$ cat src/rtl/pwrx_pkg.sv
package pwrx_pkg;

    typedef enum logic [1:0] {
        RX_IDLE = 2'd0,   // line low, gap being timed
        RX_HIGH = 2'd1,   // accepted pulse in progress
        RX_DROP = 2'd2    // pulse discarded after gap violation
    } rx_state_e;

    typedef enum logic [1:0] {
        PW_ZERO = 2'd0,
        PW_ONE  = 2'd1,
        PW_BAD  = 2'd2
    } pw_class_e;

    typedef struct packed {
        logic bit_vld;
        logic bit_val;
        logic fall;
        logic bad;
        logic gap_err;
    } rx_evt_s;

    function automatic int unsigned max2(input int unsigned a, input int unsigned b);
        return (a > b) ? a : b;
    endfunction

    function automatic pw_class_e classify(input int unsigned width,
                                           input int unsigned zero_lo,
                                           input int unsigned zero_hi,
                                           input int unsigned one_lo);
        if (width >= one_lo)
            return PW_ONE;
        if (width >= zero_lo && width <= zero_hi)
            return PW_ZERO;
        return PW_BAD;
    endfunction

endpackage

$ cat src/rtl/pw_line_filter.sv
module pw_line_filter #(
    parameter int unsigned SYNC_STAGES = 2,
    parameter int unsigned VOTE_TAPS   = 3
) (
    input  logic clk,
    input  logic rst,
    input  logic raw_i,
    output logic lvl_o
);
    localparam int unsigned VOTE_NEED = VOTE_TAPS / 2 + 1;

    logic [SYNC_STAGES-1:0] sync_q;
    logic [VOTE_TAPS-1:1]   hist_q;
    logic [VOTE_TAPS-1:0]   window;
    logic                   vote;

    always_ff @(posedge clk) begin
        if (rst) sync_q <= '0;
        else     sync_q <= {sync_q[SYNC_STAGES-2:0], raw_i};
    end

    // history of the synchronized level, newest tap is the sync output itself
    always_ff @(posedge clk) begin
        if (rst) hist_q <= '0;
        else     hist_q[1] <= sync_q[SYNC_STAGES-1];
    end

    generate
        for (genvar t = 2; t < VOTE_TAPS; t++) begin : g_hist
            always_ff @(posedge clk) begin
                if (rst) hist_q[t] <= 1'b0;
                else     hist_q[t] <= hist_q[t-1];
            end
        end
    endgenerate

    assign window = {hist_q, sync_q[SYNC_STAGES-1]};

    always_comb begin
        vote = ($countones(window) >= VOTE_NEED);
    end

    always_ff @(posedge clk) begin
        if (rst) lvl_o <= 1'b0;
        else     lvl_o <= vote;
    end

endmodule

$ cat src/rtl/pw_span_counter.sv
module pw_span_counter #(
    parameter int unsigned SAT   = 64,
    parameter int unsigned CNT_W = $clog2(SAT + 1)
) (
    input  logic             clk,
    input  logic             rst,
    input  logic             restart_i,
    output logic [CNT_W-1:0] cnt_o
);
    localparam logic [CNT_W-1:0] SAT_C = CNT_W'(SAT);

    always_ff @(posedge clk) begin
        if (rst)
            cnt_o <= '0;
        else if (restart_i)
            cnt_o <= CNT_W'(1);
        else if (cnt_o != SAT_C)
            cnt_o <= cnt_o + CNT_W'(1);
    end

    AST_CNT_SATURATES: assert property (@(posedge clk) disable iff (rst)
        cnt_o <= SAT_C);

    AST_CNT_NO_WRAP: assert property (@(posedge clk) disable iff (rst)
        (!restart_i && cnt_o == SAT_C) |=> (cnt_o == SAT_C));

endmodule

$ cat src/rtl/pw_decide.sv
module pw_decide
    import pwrx_pkg::*;
#(
    parameter int unsigned MIN_ZERO_W = 5,
    parameter int unsigned MAX_ZERO_W = 1000,
    parameter int unsigned MIN_ONE_W  = 5000,
    parameter int unsigned MIN_GAP_W  = 1000,
    parameter int unsigned CNT_W      = 13
) (
    input  logic             clk,
    input  logic             rst,
    input  logic             lvl_i,
    input  logic [CNT_W-1:0] span_i,
    output logic             restart_o,
    output rx_evt_s          evt_o
);
    localparam logic [CNT_W-1:0] GAP_C = CNT_W'(MIN_GAP_W);

    rx_state_e state_q, state_d;
    logic      lvl_q;
    logic      rise, fall;
    pw_class_e cls;
    rx_evt_s   evt_d;

    always_ff @(posedge clk) begin
        if (rst) lvl_q <= 1'b0;
        else     lvl_q <= lvl_i;
    end

    assign rise      = lvl_i & ~lvl_q;
    assign fall      = ~lvl_i & lvl_q;
    assign restart_o = rise | fall;

    always_comb begin
        cls = classify(32'(span_i), MIN_ZERO_W, MAX_ZERO_W, MIN_ONE_W);
    end

    always_comb begin
        state_d = state_q;
        evt_d   = '0;
        case (state_q)
            RX_IDLE: begin
                if (rise) begin
                    if (span_i >= GAP_C) begin
                        state_d = RX_HIGH;
                    end else begin
                        state_d       = RX_DROP;
                        evt_d.gap_err = 1'b1;
                    end
                end
            end
            RX_HIGH: begin
                if (fall) begin
                    state_d    = RX_IDLE;
                    evt_d.fall = 1'b1;
                    if (cls == PW_BAD) begin
                        evt_d.bad = 1'b1;
                    end else begin
                        evt_d.bit_vld = 1'b1;
                        evt_d.bit_val = (cls == PW_ONE);
                    end
                end
            end
            RX_DROP: begin
                if (fall) begin
                    state_d    = RX_IDLE;
                    evt_d.fall = 1'b1;
                end
            end
            default: state_d = RX_IDLE;
        endcase
    end

    always_ff @(posedge clk) begin
        if (rst) begin
            state_q <= RX_IDLE;
            evt_o   <= '0;
        end else begin
            state_q <= state_d;
            evt_o   <= evt_d;
        end
    end

    AST_ONE_OUTCOME: assert property (@(posedge clk) disable iff (rst)
        $onehot0({evt_o.bit_vld, evt_o.bad, evt_o.gap_err}));

    AST_BIT_ON_FALL: assert property (@(posedge clk) disable iff (rst)
        evt_o.bit_vld |-> evt_o.fall);

    AST_BAD_ON_FALL: assert property (@(posedge clk) disable iff (rst)
        evt_o.bad |-> evt_o.fall);

    AST_BIT_SINGLE: assert property (@(posedge clk) disable iff (rst)
        evt_o.bit_vld |=> !evt_o.bit_vld);

    AST_GAP_DISCARD: assert property (@(posedge clk) disable iff (rst)
        evt_o.gap_err |=> !evt_o.bit_vld);

    AST_NO_BIT_WHILE_HIGH: assert property (@(posedge clk) disable iff (rst)
        (lvl_q && lvl_i) |=> !evt_o.bit_vld);

endmodule

$ cat src/rtl/pw_bit_rx.sv
module pw_bit_rx
    import pwrx_pkg::*;
#(
    parameter int unsigned MIN_ZERO_W  = 5,
    parameter int unsigned MAX_ZERO_W  = 1000,
    parameter int unsigned MIN_ONE_W   = 5000,
    parameter int unsigned MIN_GAP_W   = 1000,
    parameter int unsigned SYNC_STAGES = 2,
    parameter int unsigned VOTE_TAPS   = 3
) (
    input  logic clk,
    input  logic rst,
    input  logic line_i,
    output logic bit_vld_o,
    output logic bit_val_o,
    output logic fall_stb_o,
    output logic bad_width_o,
    output logic gap_err_o
);
    localparam int unsigned SPAN_SAT = max2(MIN_ONE_W, MIN_GAP_W);
    localparam int unsigned CNT_W    = $clog2(SPAN_SAT + 1);

    logic             lvl;
    logic             restart;
    logic [CNT_W-1:0] span;
    rx_evt_s          evt;

    pw_line_filter #(
        .SYNC_STAGES (SYNC_STAGES),
        .VOTE_TAPS   (VOTE_TAPS)
    ) i_filter (
        .clk   (clk),
        .rst   (rst),
        .raw_i (line_i),
        .lvl_o (lvl)
    );

    pw_span_counter #(
        .SAT   (SPAN_SAT),
        .CNT_W (CNT_W)
    ) i_span (
        .clk       (clk),
        .rst       (rst),
        .restart_i (restart),
        .cnt_o     (span)
    );

    pw_decide #(
        .MIN_ZERO_W (MIN_ZERO_W),
        .MAX_ZERO_W (MAX_ZERO_W),
        .MIN_ONE_W  (MIN_ONE_W),
        .MIN_GAP_W  (MIN_GAP_W),
        .CNT_W      (CNT_W)
    ) i_decide (
        .clk       (clk),
        .rst       (rst),
        .lvl_i     (lvl),
        .span_i    (span),
        .restart_o (restart),
        .evt_o     (evt)
    );

    assign bit_vld_o   = evt.bit_vld;
    assign bit_val_o   = evt.bit_val;
    assign fall_stb_o  = evt.fall;
    assign bad_width_o = evt.bad;
    assign gap_err_o   = evt.gap_err;

    AST_FALL_NEEDS_LEVEL_DROP: assert property (@(posedge clk) disable iff (rst)
        fall_stb_o |-> $past(!lvl));

endmodule

$ cat config.mk
export PLATFORM = sky130hd
export DESIGN_NAME = pw_bit_rx
export DESIGN_NICKNAME = d
export VERILOG_FILES = /design/src/rtl/pwrx_pkg.sv /design/src/rtl/pw_line_filter.sv /design/src/rtl/pw_span_counter.sv /design/src/rtl/pw_decide.sv /design/src/rtl/pw_bit_rx.sv
export SDC_FILE = /design/constraint.sdc
export NUM_CORES = 1
export LEC_CHECK = 0
export ABC_CLOCK_PERIOD_IN_PS = 3000
export BUFFER_PORTS_ARGS = -buffer_cell sky130_fd_sc_hd__buf_2
export CORE_ASPECT_RATIO = 1.5
export CORE_MARGIN = 2
export CORE_UTILIZATION = 55
export CTS_BUF_LIST = sky130_fd_sc_hd__clkbuf_2 sky130_fd_sc_hd__clkbuf_4 sky130_fd_sc_hd__clkbuf_8
export DETAILED_ROUTE_END_ITERATION = 16
export GPL_ROUTABILITY_DRIVEN = 0
export PLACE_DENSITY = 0.83
export REMOVE_ABC_BUFFERS = 1
export SLEW_MARGIN = 25
export SYNTH_ARGS = -nofsm -noshare
export SYNTH_HDL_FRONTEND = slang
export SYNTH_SLANG_ARGS = --single-unit
export TNS_END_PERCENT = 1
$ cat constraint.sdc
create_clock -name clk -period 3 [get_ports clk]
set_clock_uncertainty 0.1 [all_clocks]
set_input_delay 0 -clock clk [delete_from_list [all_inputs] [get_ports clk]]
set_output_delay 0 -clock clk [all_outputs]
set_load 0.02 [all_outputs]
Yosys cells after proc, flatten, opt, wreduce, memory -nomap -nowiden
Cells that the tools add are included.
{ "word_totals": {"reg_bits": 25, "in_bits": 3, "out_inout_bits": 5, "word_cells": 63} }
{ "op_classes": {"n_addsub": 2, "order_cmp": 5, "eq_ne": 7, "mux": 19, "n_bitwise": 9, "n_reduce_logical": 9} }
{ "ops": {"columns": ["op", "count"], "rows": [
  ["greater-or-equal comparator 32 x 2 -> 1 bit, second input constant", 1],
  ["2-to-1 mux 2 bit", 9],
  ["adder 13 x 1 -> 13 bit, second input constant", 1],
  ["greater-or-equal comparator 13 x 10 -> 1 bit, second input constant", 1],
  ["greater-or-equal comparator 13 bit, second input constant", 1],
  ["greater-or-equal comparator 13 x 3 -> 1 bit, second input constant", 1],
  ["less-or-equal comparator 13 x 10 -> 1 bit, second input constant", 1],
  ["!= test 13 bit, second input constant", 1],
  ["2-to-1 mux 1 bit", 8],
  ["inverter 1 bit", 6],
  ["OR reduction 3 bit", 2],
  ["equality test 2 x 1 -> 1 bit, second input constant", 2],
  ["equality test 2 bit, second input constant", 2],
  ["!= test 2 x 1 -> 1 bit, second input constant", 2],
  ["case mux 2 bit (2 select lines)", 1],
  ["OR reduction 2 bit", 2],
  ["OR reduction 4 bit", 1],
  ["adder 1 x 1 -> 2 bit", 1],
  ["bitwise AND 1 bit", 2],
  ["zero test 2 bit", 1],
  ["case mux 1 bit (2 select lines)", 1],
  ["AND reduction 2 bit", 1],
  ["nonzero test 2 bit", 1],
  ["logical AND 1 bit", 1],
  ["bitwise OR 1 bit", 1]
]} }

Logic depth before layout (Yosys ltp)
Gate-level depths: netlist of the first run.
{ "logic_depth": {"word_depth": 10, "ltp_mapped": 6, "depth_no_buf": 6} }

Hierarchy
A second synthesis of the first run with hierarchy kept.
{ "unflattened": {"hier_cells": 143, "area_unflattened_um2": 1282.5} }
{ "by_module_without_submodules": {"columns": ["module", "instances", "cells_each", "area_per_inst_um2", "seq_area_each_um2"], "rows": [
  ["pw_span_counter", 1, 81, 709.4, 260.2],
  ["pw_decide", 1, 54, 465.4, 160.2],
  ["pw_line_filter", 1, 8, 107.6, 80.1]
]} }

Worst setup path before layout of the first run
No wires, ideal clock.
{ "synth_path": {"path_kind": "reg2reg", "start": "reg i_span.cnt_o[0]", "end": "reg i_span.cnt_o[1]", "setup_time_ps": 128, "arrival_ps": 1574, "required_ps": 2772, "path_slack_ps": 1198, "path_stages_with_launch": 7, "path_buffers": 0, "period_less_slack_ps": 1802, "cell_sequence": "dfxtp_1 > inv_1 > ha_1 > or4b_4 > nor4_4 > mux2i_1 > nor2_1"} }
{ "synth_via": {"elab_chain_len": 1} }
{ "synth_rtl": {"columns": ["element", "line", "rtl"], "rows": [
  ["from (decl)", "pw_span_counter.sv:8", "output logic [CNT_W-1:0] cnt_o"],
  ["from (signal assigned)", "pw_span_counter.sv:18", "cnt_o <= cnt_o + CNT_W'(1);"],
  ["adder 13 x 1 -> 13 bit / != test 13 bit (equally long branches)", "pw_span_counter.sv:18, pw_span_counter.sv:17", null]
]} }
Several ways; a longest one is shown, not always the timed one.
A chain may end at the register's enable or synchronous reset.

Worst setup path in the final report of the first run
Ends and elaborated chain as after synthesis.

==> flow_summary_export.csv, run 1 <==
group,metric,value,unit
synthesis,yosysSeqAreaShare,0.432,
detailed_routing,wl_per_cell,12.0,µm
worst_hold_path,min_path_type,"flip-flop to flip-flop",
global_routing,grt_max_degree,17,
detailed_routing,drtIter0Drc,22,
worst_setup_path,start_kind,"flip-flop",
timing,worstMarginPinSlew,0.476,ns
timing,post-route-period-util,0.648,
global_routing,grtUsageTotal,0.179,
timing,drv_slew,0,
floorplan,initial_core_util,0.578,
power_and_ir_drop,pwr-share-clk,0.294,
floorplan,rows,20,
worst_setup_path,path_max_fanout,6,
timing,hold_viol_final,0,
layout,multi_input_area,597,µm²
clocking,cts_buffers,3,
timing,post-route-min-period,1.94,ns
layout,regArea,500,µm²
synthesis,synth_seq_cells,25,
clocking,cts_resized,0,
detailed_routing,wirelength,1920,µm
power_and_ir_drop,p_sw_frac,0.232,
synthesis,syn_inst,128,
detailed_routing,viasPerCell,5.58,
clocking,cts_tree,"built",
synthesis,ys_warn_count,2,
layout,mostFrequentLayoutCell,"dfxtp_1",
layout,fillers,177,
worst_setup_path,critical_path_class,"flip-flop to flip-flop",
floorplan,dieArea,2490,µm²
power_and_ir_drop,p_int,407,µW
power_and_ir_drop,total_leakage_power,0.000477,µW
synthesis,synth_cell_types,29,
clocking,h-tree-depth,1,
placed_design,post-dp-hpwl,1400,µm
layout,final_cell_mix,"25 x dfxtp_1, 18 x nor2_1, 10 x inv_1, 9 x xnor2_1, 8 x ha_1",
synthesis,ys_top_cells_by_area,"dfxtp_1 43%, ha_1 8.6%, xnor2_1 6.8%",
power_and_ir_drop,switchingPower,123,µW
floorplan,die_w,41.5,µm
worst_setup_path,cp.required,3.12,ns
timing,finalSetupViolations,0,
detailed_routing,drc,0,
synthesis,synth.avg_cell_area,9.04,µm²
run,maxCapViolations,0,
global_routing,grt_pass1_wl,3350,µm
floorplan,dieHeight,60.2,µm
global_routing,grt_pass1_vias,813,
clocking,cts_root_buf,"clkbuf_4",
placed_design,port_buffers,7,
timing,tns,0,ns
worst_setup_path,arrival,2.06,ns
timing,grt_setup_unrepaired,"false",
floorplan,core,2000,µm²
global_routing,antenna_found_initial,0,
layout,diodes,0,
outcome,status,"complete, no violations",
synthesis,syn_area,1160,µm²
power_and_ir_drop,power.density,421,nW/µm²
detailed_routing,drt-pass1-iter-count,4,
clocking,clk_pin_slew,0.14,ns
layout,area_growth,8.76,%
power_and_ir_drop,peakVddDrop,0.398,mV
clocking,clock_latency,0.32,ns
detailed_routing,ant_nets,0,
floorplan,io-pin-count,8,
power_and_ir_drop,combPwrFrac,0.058,
global_routing,gr-total-overflow,0,
clocking,cts_hold_buf,3,
synthesis,yosys.area.top_type,"dfxtp_1",
timing,slew_headroom,0.683,
timing,fmax,514,MHz
clocking,postCtsSetupRepairBufs,0,
clocking,clock_sinks,25,
timing,hold-worst-slack,0.361,ns
power_and_ir_drop,power_frac_seq,0.648,
synthesis,yosysTopAreaCellShare,0.432,
layout,final_layout_size_suffix_gt1_frac,0.0942,
clocking,clk_path_buf_depth,2,
detailed_routing,vias,892,
worst_setup_path,cp-end-kind,"flip-flop",
layout,fin_nets,150,
metal layers:
metal	share of wire	up-vias	GRT usage
met3	0.023	4	0.0363
met5	0	-	0
met2	0.52	13	0.313
met1	0.43	422	0.190
li1	-	453	-
met4	0.029	0	0.129
synth_stat cells:
master	number
dfxtp_1	25
nor2_1	18
inv_1	10
xnor2_1	9
ha_1	8
nand2_1	7
nor3_1	6
a21oi_1	4
nand3_1	4
nand4_1	4
nor2b_1	4
nor4_1	4
clkbuf_1	3
nand2b_1	3
o31ai_1	3
xor2_1	3
a2bb2oi_1	1
and2_1	1
and3b_1	1
and4_1	1
buf_6	1
mux2i_1	1
nor4_4	1
o211ai_1	1
o21ai_0	1
o22ai_1	1
o311ai_0	1
or3_1	1
or4b_4	1
cells by family (layout without fill, tap and decap cells):
group / after synthesis / count (layout) / share of synthesized area
simple gates: 56 / 56 / 0.262
flops: 25 / 25 / 0.432
buf+inv: 14 / 24 / 0.0519
compound gates: 12 / 12 / 0.0681
xor+xnor: 12 / 12 / 0.0908
fa+ha+maj: 8 / 8 / 0.0865
mux: 1 / 1 / 0.00865
layout make-up:
type                       instances  share of cell area
tap                               22              0.0219
timing repair buffer              10              0.0517
clock inverter                     1             0.00696
multi-input combinational         89               0.474
inverter                          10              0.0298
sequential                        25               0.398
clock buffer                       3              0.0179
through the flow:
step	cells	area, µm²	worst slack [ns]	util	power, µW
final	160	1260	1.06	0.629	530
after floorplan	124	1130	1.20	-	370
after detailed placement	153	1200	1.06	0.598	378
after global placement	153	1200	1.14	0.598	376
after global routing	160	1260	0.957	0.629	554
after CTS	160	1260	1.04	0.629	536
flip-flops by register name, indices dropped and copies added (netlist names):
register and flops:
i_decide.evt_o 5, i_decide.lvl_q 1, i_decide.state_q 2, i_filter.hist_q 1
i_filter.lvl_o 1, i_filter.sync_q 2, i_span.cnt_o 13
path summary, 6_finish.rpt:
path	endpoint	from	depth (start not counted)	slack, ns
setup / recovery	i_span.cnt_o[1]	i_span.cnt_o[0]	6	1.06
hold / removal	i_filter.lvl_o	i_filter.hist_q[1]	1	0.36
setup reg to reg	i_span.cnt_o[1]	i_span.cnt_o[0]	6	1.06
hold reg to reg	i_filter.lvl_o	i_filter.hist_q[1]	1	0.36
power by group through the flow:
stage | registers, µW | logic, µW | clock network, µW
after floorplan | 349 | 20.5 | 0
after global placement | 350 | 25.7 | 0
after detailed placement | 351 | 27.6 | 0
after CTS | 343 | 30.8 | 162
after global routing | 345 | 34.6 | 175
final | 344 | 30.9 | 156
worst max-delay path, stage by stage, from the launching register on:
cell     delay, ns
dfxtp_1       0.38
inv_1         0.11
ha_1          0.18
or4b_4        0.48
nor4_4        0.31
mux2i_1       0.23
nor2_1        0.05
Note: power is estimated with default switching activity, not from simulation.
==> run 2: changes to the inputs <==
ABC_CLOCK_PERIOD_IN_PS = 1800   (was 3000)
clock period = 1.8 ns   (was 3 ns; I/O delays follow)
==> flow_summary_export.csv, run 2 (synthesized netlist as in run 1, its figures left out) <==
group,metric,value,unit
outcome,status,"complete, no violations",
power_and_ir_drop,p_total,899,µW
layout,fillers,175,
clocking,h-tree-depth,1,
timing,grt_setup_unrepaired,"true",
layout,regArea,502,µm²
timing,hold_viol_final,0,
detailed_routing,ant_nets,0,
worst_setup_path,path_cells,"inv_1, ha_1, or4b_4, nor4_4, mux2i_1, nor2_1",
timing,post-route-period-util,0.982,
timing,post-route-min-period,1.77,ns
global_routing,grt_pass1_vias,894,
detailed_routing,drtIter0Drc,17,
detailed_routing,drc,0,
worst_setup_path,arrival,1.89,ns
placed_design,place_area,1230,µm²
worst_setup_path,cp-end-kind,"flip-flop",
placed_design,port_buffers,7,
run,maxCapViolations,0,
global_routing,grt_max_degree,16,
timing,slew_headroom,0.692,
detailed_routing,vias,918,
global_routing,grt_pass1_wl,3710,µm
layout,design_area,1300,µm²
layout,largest_register,"i_span.cnt_o",
layout,diodes,0,
layout,fin_nets,155,
layout,multi_input_area,597,µm²
timing,worstMarginPinSlew,0.458,ns
clocking,cts_root_buf,"clkbuf_4",
layout,largestRegisters,"i_span.cnt_o x13, i_decide.evt_o x5",
floorplan,initial_core_util,0.578,
detailed_routing,viasPerCell,5.56,
global_routing,antenna_found_initial,0,
clocking,clock_latency,0.33,ns
layout,largest_reg_flops,13,
global_routing,gr-total-overflow,0,
clocking,cts_buffers,3,
global_routing,grtUsageTotal,0.200,
clocking,postCtsSetupRepairBufs,0,
worst_setup_path,path_max_fanout,3,
placed_design,dp_slack,-0.0472,ns
clocking,clk_path_buf_depth,2,
floorplan,dieHeight,60.2,µm
floorplan,io-pin-count,8,
detailed_routing,drt-pass1-iter-count,4,
power_and_ir_drop,peakVddDrop,0.649,mV
timing,drv_slew,0,
clocking,clk_pin_slew,0.14,ns
floorplan,dieArea,2490,µm²
layout,area_growth,12.0,%
floorplan,rows,20,
floorplan,die_w,41.5,µm
placed_design,dp.cells,158,
clocking,cts_tree,"built",
timing,fmax,566,MHz
layout,final_layout_size_suffix_gt1_frac,0.133,
worst_hold_path,min_path_type,"flip-flop to flip-flop",
layout,final_cell_mix,"24 x dfxtp_1, 18 x nor2_1, 10 x inv_1, 9 x xnor2_1, 8 x ha_1",
detailed_routing,wirelength,2140,µm
clocking,clock_sinks,25,
placed_design,post-dp-hpwl,1540,µm
layout,mostFrequentLayoutCell,"dfxtp_1",
timing,timing.final.ws_setup,0.0328,ns
worst_setup_path,start_kind,"flip-flop",
worst_setup_path,max_stage_delay,0.47,ns
power_and_ir_drop,total_leakage_power,0.000499,µW
worst_setup_path,critical_path_class,"flip-flop to flip-flop",
power_and_ir_drop,power.density,693,nW/µm²
worst_setup_path,cpMaxStageDelayCell,"or4b_4",
layout,instances_no_fill,165,
floorplan,core,2000,µm²
detailed_routing,wl_per_cell,12.9,µm
timing,finalSetupViolations,0,
worst_setup_path,cp.required,1.92,ns
run 2: cell types whose count changed in the layout (fill, tap and decap cells not counted):
| cell | change |
|---|---|
| buf_4 | +5 |
| clkinvlp_4 | +1 |
| dfxtp_1 | -1 |
| dfxtp_2 | +1 |
| inv_6 | -1 |
run 2: worst paths after layout:
check	startpoint	endpoint	slack, ns	cells past startpoint
hold / removal	i_filter.hist_q[1]	i_filter.lvl_o	0.37	1
setup / recovery	i_span.cnt_o[0]	i_span.cnt_o[1]	0.03	6
setup reg to reg	i_span.cnt_o[0]	i_span.cnt_o[1]	0.03	6
hold reg to reg	i_filter.hist_q[1]	i_filter.lvl_o	0.37	1
run 2: final cells by class:
type                    count  area share
clock buffers               3      0.0174
clock inverters             1     0.00579
inverters                  10      0.0290
multi-input cells          89       0.460
flip-flops and latches     25       0.387
well taps                  22      0.0212
repair buffers             15      0.0792
run 2: worst max-delay path: cells and delay by family (launching register included):
| kind | cells | cell delay (ns) |
|---|---|---|
| adder cells (fa/ha/maj) | 1 | 0.16 |
| buffers and inverters | 1 | 0.08 |
| flip-flops | 1 | 0.33 |
| multiplexers | 1 | 0.22 |
| AND/OR/NAND/NOR | 3 | 0.76 |
run 2: through the flow:
step                 util  hold WS [ns]  setup TNS [ns]
finish              0.648         0.366               0
detailed placement  0.617         0.122         -0.0472
global route        0.648         0.389          -0.123
CTS                 0.647         0.355               0
global placement    0.617         0.114               0
floorplan               -       -0.0333        -0.00280
run 2: timing repair:
| action | CTS | global route |
|---|---|---|
| endpoints found under the setup margin | 2 | 2 |
| endpoints found under the hold margin | 10 | 0 |
| pin swaps | 1 | 1 |
| hold buffers | 3 | 0 |
| gates resized for setup | 0 | 1 |
run 2: power by group:
part	switching, µW	internal (µW)
clock	177	85.3
sequential	4.03	563
combinational	35.6	34.1
total	217	682
run 2: layer usage:
layer | vias to the layer above | global-route usage | wire length [µm]
li1 | 459 | - | -
met1 | 438 | 0.192 | 840
met2 | 13 | 0.364 | 1160
met3 | 8 | 0.0332 | 34
met4 | 0 | 0.180 | 103
met5 | - | 0 | 0
